File: src/rtl/memevt_pkg.sv
package memevt_pkg;
  localparam int REG_ADDR_W = 4;
  localparam logic [REG_ADDR_W-1:0] ADDR_STATUS = 4'h0;
  localparam logic [REG_ADDR_W-1:0] ADDR_ENABLE = 4'h4;
  localparam logic [REG_ADDR_W-1:0] ADDR_EDGESEL = 4'h8;
  localparam logic [REG_ADDR_W-1:0] ADDR_PINS = 4'hC;
  localparam int FIXED_SRC = 2;
  localparam int SRC_FIFO = 0;
  localparam int SRC_TC = 1;
endpackage

File: src/rtl/memevt_rst_sync.sv
module memevt_rst_sync #(
  parameter int STAGES = 2
) (
  input  logic clk,
  input  logic rst_n,
  output logic rst_sync_n
);
  logic [STAGES-1:0] chain_q;
  logic [STAGES-1:0] chain_d;

  always_comb begin
    chain_d = {chain_q[STAGES-2:0], 1'b1};
  end

  always_ff @(posedge clk or negedge rst_n) begin
    if (!rst_n) chain_q <= '0;
    else        chain_q <= chain_d;
  end

  assign rst_sync_n = chain_q[STAGES-1];
endmodule

File: src/rtl/memevt_wait_sync.sv
module memevt_wait_sync #(
  parameter int NUM_WAIT = 2
) (
  input  logic                clk,
  input  logic                rst_n,
  input  logic [NUM_WAIT-1:0] pin_i,
  output logic [NUM_WAIT-1:0] level_o,
  output logic [NUM_WAIT-1:0] rise_o,
  output logic [NUM_WAIT-1:0] fall_o
);
  for (genvar g = 0; g < NUM_WAIT; g++) begin : g_pin
    logic meta_q, lvl_q, prev_q;
    logic meta_d, lvl_d, prev_d;

    always_comb begin
      meta_d = pin_i[g];
      lvl_d  = meta_q;
      prev_d = lvl_q;
    end

    always_ff @(posedge clk or negedge rst_n) begin
      if (!rst_n) begin
        meta_q <= 1'b0;
        lvl_q  <= 1'b0;
        prev_q <= 1'b0;
      end else begin
        meta_q <= meta_d;
        lvl_q  <= lvl_d;
        prev_q <= prev_d;
      end
    end

    assign level_o[g] = lvl_q;
    assign rise_o[g]  = lvl_q & ~prev_q;
    assign fall_o[g]  = ~lvl_q & prev_q;
  end
endmodule

File: src/rtl/memevt_regs.sv
module memevt_regs
  import memevt_pkg::*;
#(
  parameter int NUM_WAIT = 2,
  localparam int NUM_SRC = NUM_WAIT + FIXED_SRC
) (
  input  logic                  clk,
  input  logic                  rst_n,
  input  logic                  we_i,
  input  logic [REG_ADDR_W-1:0] addr_i,
  input  logic [NUM_SRC-1:0]    wdata_i,
  input  logic [NUM_SRC-1:0]    evt_i,
  output logic [NUM_SRC-1:0]    status_o,
  output logic [NUM_SRC-1:0]    enable_o,
  output logic [NUM_WAIT-1:0]   edgesel_o
);
  logic [NUM_SRC-1:0]  status_q, status_d, clr_mask;
  logic [NUM_SRC-1:0]  enable_q, enable_d;
  logic [NUM_WAIT-1:0] edgesel_q, edgesel_d;
  logic                enable_ld, edgesel_ld;

  always_comb begin
    clr_mask   = (we_i && addr_i == ADDR_STATUS) ? wdata_i : '0;
    enable_ld  = we_i && (addr_i == ADDR_ENABLE);
    edgesel_ld = we_i && (addr_i == ADDR_EDGESEL);
    // a fresh event overrides a clear of the same bit
    status_d   = (status_q & ~clr_mask) | evt_i;
    enable_d   = enable_ld ? wdata_i : enable_q;
    edgesel_d  = edgesel_ld ? wdata_i[NUM_WAIT-1:0] : edgesel_q;
  end

  always_ff @(posedge clk or negedge rst_n) begin
    if (!rst_n) begin
      status_q  <= '0;
      enable_q  <= '0;
      edgesel_q <= '0;
    end else begin
      status_q <= status_d;
      if (enable_ld)  enable_q  <= enable_d;
      if (edgesel_ld) edgesel_q <= edgesel_d;
    end
  end

  assign status_o  = status_q;
  assign enable_o  = enable_q;
  assign edgesel_o = edgesel_q;
endmodule

File: src/rtl/memevt_irq_ctrl.sv
module memevt_irq_ctrl
  import memevt_pkg::*;
#(
  parameter int NUM_WAIT = 2,
  parameter int DATA_W   = 32
) (
  input  logic                  clk,
  input  logic                  rst_n,
  input  logic                  fifo_evt_i,
  input  logic                  tc_evt_i,
  input  logic [NUM_WAIT-1:0]   wait_i,
  input  logic                  reg_we_i,
  input  logic [REG_ADDR_W-1:0] reg_addr_i,
  input  logic [DATA_W-1:0]     reg_wdata_i,
  output logic [DATA_W-1:0]     reg_rdata_o,
  output logic                  irq_o
);
  localparam int NUM_SRC = NUM_WAIT + FIXED_SRC;

  logic                rst_sync_n;
  logic [NUM_WAIT-1:0] wait_lvl, wait_rise, wait_fall, wait_trig, edgesel_q;
  logic [NUM_SRC-1:0]  evt_vec, status_q, enable_q;
  logic                irq_q, irq_d;

  memevt_rst_sync #(.STAGES(2)) u_rst (
    .clk(clk), .rst_n(rst_n), .rst_sync_n(rst_sync_n)
  );

  memevt_wait_sync #(.NUM_WAIT(NUM_WAIT)) u_wsync (
    .clk(clk), .rst_n(rst_sync_n), .pin_i(wait_i),
    .level_o(wait_lvl), .rise_o(wait_rise), .fall_o(wait_fall)
  );

  for (genvar g = 0; g < NUM_WAIT; g++) begin : g_trig
    assign wait_trig[g] = edgesel_q[g] ? wait_rise[g] : wait_fall[g];
  end

  always_comb begin
    evt_vec = '0;
    evt_vec[SRC_FIFO] = fifo_evt_i;
    evt_vec[SRC_TC]   = tc_evt_i;
    evt_vec[NUM_SRC-1:FIXED_SRC] = wait_trig;
  end

  memevt_regs #(.NUM_WAIT(NUM_WAIT)) u_regs (
    .clk(clk), .rst_n(rst_sync_n), .we_i(reg_we_i), .addr_i(reg_addr_i),
    .wdata_i(reg_wdata_i[NUM_SRC-1:0]), .evt_i(evt_vec),
    .status_o(status_q), .enable_o(enable_q), .edgesel_o(edgesel_q)
  );

  always_comb begin
    reg_rdata_o = '0;
    case (reg_addr_i)
      ADDR_STATUS:  reg_rdata_o[NUM_SRC-1:0]  = status_q;
      ADDR_ENABLE:  reg_rdata_o[NUM_SRC-1:0]  = enable_q;
      ADDR_EDGESEL: reg_rdata_o[NUM_WAIT-1:0] = edgesel_q;
      ADDR_PINS:    reg_rdata_o[NUM_WAIT-1:0] = wait_lvl;
      default:      reg_rdata_o = '0;
    endcase
  end

  always_comb irq_d = |(status_q & enable_q);

  always_ff @(posedge clk or negedge rst_sync_n) begin
    if (!rst_sync_n) irq_q <= 1'b0;
    else             irq_q <= irq_d;
  end

  assign irq_o = irq_q;
endmodule

File: config.mk
export PLATFORM = sky130hd
export DESIGN_NAME = memevt_irq_ctrl
export DESIGN_NICKNAME = d
export VERILOG_FILES = /design/src/rtl/memevt_pkg.sv /design/src/rtl/memevt_rst_sync.sv /design/src/rtl/memevt_wait_sync.sv /design/src/rtl/memevt_regs.sv /design/src/rtl/memevt_irq_ctrl.sv
export SDC_FILE = /design/constraint.sdc
export NUM_CORES = 1
export LEC_CHECK = 0
export ABC_AREA = 1
export ABC_CLOCK_PERIOD_IN_PS = 1020
export BUFFER_PORTS_ARGS = -buffer_cell sky130_fd_sc_hd__buf_2
export CAP_MARGIN = 10
export CELL_PAD_IN_SITES_DETAIL_PLACEMENT = 0
export CELL_PAD_IN_SITES_GLOBAL_PLACEMENT = 2
export CORE_MARGIN = 5
export CORE_UTILIZATION = 21
export DETAILED_ROUTE_END_ITERATION = 6
export PLACE_DENSITY = 0.88
export SETUP_SLACK_MARGIN = 0.3
export SLEW_MARGIN = 5
export SYNTH_ARGS = -nofsm -noshare
export SYNTH_HDL_FRONTEND = slang
export SYNTH_HIERARCHICAL = 1
export SYNTH_SLANG_ARGS = --single-unit
File: constraint.sdc
create_clock -name clk -period 1.02 [get_ports clk]
set_input_delay 0.204 -clock clk [delete_from_list [all_inputs] [get_ports clk]]
set_output_delay 0.204 -clock clk [all_outputs]
set_load 0.01 [all_outputs]
After elaboration in Yosys (flattened, before gate mapping)
Cells that the tools add are included.
{"block": "op_classes", "n_eq_ne": 3, "n_mux": 5, "n_bitwise": 12, "reduce_logical": 5}
{"op": "$and A4 B4 Y4", "n": 2}
{"op": "$eq A4 B4 Y1 const B", "n": 2}
{"op": "$pmux W2 S4", "n": 1}
{"op": "$and A1 B1 Y1", "n": 4}
{"op": "$eq A4 B3 Y1 const B", "n": 1}
{"op": "$logic_not A4 Y1", "n": 1}
{"op": "$mux W4", "n": 1}
{"op": "$not A1 Y1", "n": 4}
{"op": "$not A4 Y4", "n": 1}
{"op": "$or A4 B4 Y4", "n": 1}
{"op": "$pmux W2 S2", "n": 1}
{"op": "$reduce_or A4 Y1", "n": 1}
{"op": "$logic_and A1 B1 Y1", "n": 3}
{"op": "$mux W1", "n": 2}
{"block": "totals", "regBits": 19, "output_inout_bits": 33}

Longest topological paths before layout
{"block": "logic_depth", "ltp_word": 6, "depth_mapped": 6, "ltp_nobuf": 6}

Hierarchy
The synthesis kept the hierarchy.
{"module": "memevt_regs", "instances": 1, "cells_per_inst": 50, "area_per_inst_um2": 452.9, "seq_area_each_um2": 250.2}
{"module": "memevt_irq_ctrl", "instances": 1, "cells_per_inst": 74, "area_per_inst_um2": 436.7, "seq_area_each_um2": 25.0}
{"module": "memevt_wait_sync", "instances": 1, "cells_per_inst": 16, "area_per_inst_um2": 195.2, "seq_area_each_um2": 150.1}
{"module": "memevt_rst_sync", "instances": 1, "cells_per_inst": 3, "area_per_inst_um2": 53.8, "seq_area_each_um2": 50.0}

Worst setup path after synthesis
Ideal clock, no wire load.
{"block": "synth_timing", "path_type": "register -> output", "start": "reg u_wsync.g_pin[0].lvl_q", "end": "out reg_rdata_o[0]", "arrival_time_ns": 0.734, "required_time_ns": 0.816, "path_slack_ns": 0.082, "path_stages_with_launch": 6, "path_cell_list": "dfrtp_1 buf_4 nand3_1 nand2_1 inv_1 nand2_1"}
{"block": "synth_via", "elab_chain_len": 1}
{"item": "start: declaration", "line_no": "memevt_wait_sync.sv:12", "text": "logic meta_q, lvl_q, prev_q;"}
{"item": "start signal: assignment", "line_no": "memevt_wait_sync.sv:28", "text": "lvl_q <= lvl_d;"}
{"item": "$pmux W2 S4", "line_no": "memevt_irq_ctrl.sv:53", "text": "case (reg_addr_i)"}
{"item": "end: declaration", "line_no": "memevt_irq_ctrl.sv:15", "text": "output logic [DATA_W-1:0] reg_rdata_o,"}
Every way passes these cells.

Worst setup path after layout
Same ends and word-level chain as after synthesis.

==> results.json <==
{
  "synth_area_per_cell_um2": 7.96,
  "critPathLaunchType": "register",
  "synthTopCellsByCount": "nand2_1 (33), buf_4 (30), inv_1 (23)",
  "cts_tree": "yes",
  "skew_ps": 1.99,
  "numCtsBuffers": 3,
  "worst_slack_ps": -209,
  "finish.instance_area_um2": 1600,
  "synth_top_family_by_area": "buffers and inverters",
  "synth_top_cell_by_area": "dfrtp_1",
  "ys_async_sr_fraction_pct": 100,
  "leakage_nw": 0.839,
  "clk_latency_ps": 250,
  "synth_compound_area_share_pct": 2.64,
  "final.fill_count": 561,
  "rsz0062_at_grt": "yes",
  "worstRegToRegCells": 5,
  "io_buffers": 19,
  "yosysUniqueCellTypes": 16,
  "vias_per_cell": 3.58,
  "violations": "negative setup slack",
  "post_synth_inst_count": 143,
  "firstDrtPassIters": 4,
  "max-vdd-ir-drop_uv": 570,
  "coreArea_um2": 5170,
  "fmaxAchievable_mhz": 814,
  "layout-drive-gt1-share_pct": 42.8,
  "n_antenna_cell": 0,
  "grt_overflow": 0,
  "multi_input_area_um2": 533,
  "status": "finished, violations left",
  "ys_seq_area_share_pct": 41.8,
  "drv_cap": 0,
  "hold_class": "input port to register",
  "critPathLaunch": "u_wsync/g_pin[0].lvl_q",
  "fin_util_pct": 30.9,
  "synth_area_leaders": "dfrtp_1 (42%), buf_4 (20%), nand2_1 (11%)",
  "critPathMaxFanout": 2,
  "synth-simple-area-share_pct": 25.3,
  "post-route-period-util_pct": 121,
  "antenna_left": 0,
  "drc_errors": 0,
  "drv_slew": 0,
  "start_util_pct": 22.0,
  "cp.arrival_ps": 1030,
  "die_h_um": 83.6,
  "path_class": "register to primary output",
  "min_period_ps": 1230,
  "setup_viol": 6,
  "yosysWarnings": 6,
  "r2r-start": "u_regs/edgesel_o[0]",
  "place_ws_ps": -116,
  "syn2layout_area_growth_pct": 40.3,
  "clk_pin_slew_ps": 70,
  "clock-root-buffer": "clkbuf_8",
  "end_kind": "primary output",
  "cts_buffer_depth": 2,
  "synth_mux_area_share_pct": 1.98,
  "drtIter0Drc": 40,
  "synth_xor_area_share_pct": 0,
  "vias": 920,
  "synth-edff-count": 0,
  "die_x_um": 83.6,
  "hold_depth": 1,
  "grt_max_degree": 18,
  "rr_endpoint": "u_regs/status_o[2]",
  "r2r_slack_ps": -90,
  "fp-row-count": 26,
  "netlist_area_um2": 1140,
  "nets": 231,
  "crit_required_ps": 820,
  "seqCellArea_um2": 475,
  "cts_num_sinks": 19,
  "gp_congestion": 0.725,
  "min_from": "wait_i[1]",
  "dieArea_um2": 6990,
  "grt_pass1_vias": 906,
  "grtUsageTotal_pct": 7.05,
  "synth_top_area_share_pct": 41.8,
  "post-dp-hpwl_um": 1850,
  "antenna_found_initial": 0,
  "power_density_nw_per_um2": 1230,
  "synthAdderAreaFrac_pct": 0,
  "drt-total-wl_um": 2400,
  "ys_ff_latch": 19,
  "yosysMostFrequentCell": "nand2_1",
  "holdPathEnd": "u_wsync/g_pin[1].lvl_d",
  "cts-htree-levels": 1,
  "grt_first_pass_wirelength_um": 4090,
  "yosys_most_used_dff": "dfrtp_1",
  "boundaryPins": 76,
  "dpl_cell_area_um2": 1280,
  "wl_per_cell_um": 9.32,
  "hold_violations": 0
}
[kinds of logic after synthesis]
group                  count (synthesis)
AO/OA/AOI/OAI                          6
AND/OR/NAND/NOR                       60
flip-flops                            19
buffers and inverters                 54
multiplexers                           2
other                                  2
[cell type report]
class	instances	area share [%]
Timing Repair Buffer	43	22.9
Clock buffer	3	2.58
Multi-Input combinational cell	97	33.4
Clock inverter	1	0.313
Sequential cell	19	29.8
Inverter	24	5.64
Tap cell	70	5.48
[placed cells by master, fill, tap and decap left out]
cell and instances:
clkinv_1 1, nor2_1 7, o21ai_2 3, inv_2 9, o21ai_1 3, nand2_1 22, dlygate4sd3_1 1, nand4_1 5
clkbuf_4 1, inv_1 14, clkinv_2 1, buf_6 14, nand3_4 1, nand2_2 11, buf_2 11, nor3_4 2
conb_1 29, dfrtp_1 19, buf_8 2, clkbuf_8 3, nor2_4 3, nand3_2 3, buf_4 14, mux2_4 2
nand3_1 6
[how the worst max path moves through the flow]
stage	endpoint	slack (ps)
2_1_floorplan	reg_rdata_o[1]	110
3_3_place_gp	reg_rdata_o[0]	-130
3_5_place_dp	reg_rdata_o[0]	-120
4_1_cts	reg_rdata_o[1]	-210
5_1_grt	reg_rdata_o[0]	-280
6_report	reg_rdata_o[0]	-210
[what timing repair did]
action                                  in CTS  in global routing
hold endpoints to repair                     2                  0
setup buffers                               11                  6
gates resized for setup                     22                 19
cloned                                       0                  0
hold buffers                                 1                  0
pin swaps                                   15                  8
endpoints found under the setup margin      16                 17
[per-stage QoR]
stage / TNS (ps) / hold WS [ps] / instances / power [mW]
floorplan: 0 / -91.6 / 170 / 1.20
global placement: -659 / -10.0 / 235 / 1.23
detailed placement: -702 / -8.36 / 235 / 1.24
CTS: -609 / 43.9 / 251 / 1.89
global route: -1030 / 33.1 / 257 / 2.10
finish: -705 / 54.2 / 257 / 1.97
[registers in the layout (all words and copies together) (netlist names)]
register,count
u_wsync/g_pin.lvl_d,2
irq_o,1
u_rst/chain_q,2
u_wsync/g_pin.prev_q,2
u_wsync/g_pin.lvl_q,2
u_regs/edgesel_o,2
u_regs/status_o,4
u_regs/enable_o,4
[layer usage]
metal  GRT usage [%]  share of wire, %  vias to the layer above
met5               0                 0                        -
li1                -                 -                      469
met4            1.32                 0                        0
met2            10.8                46                       31
met3            2.47               8.5                        0
met1            9.65                46                      420
[report_power, final]
group	total, mW	internal (mW)	switching (mW)
Combinational	0.568	0.292	0.276
Clock	0.523	0.271	0.252
Sequential	0.878	0.834	0.0441
Total	1.97	1.40	0.573
[critical path: stages (launching register included)]
cell     delay, ps
dfrtp_1        420
nand3_2        100
nand2_2         50
inv_2           40
nand2_2         40
buf_6          110
No activity file was read; power rests on OpenSTA's default activity.
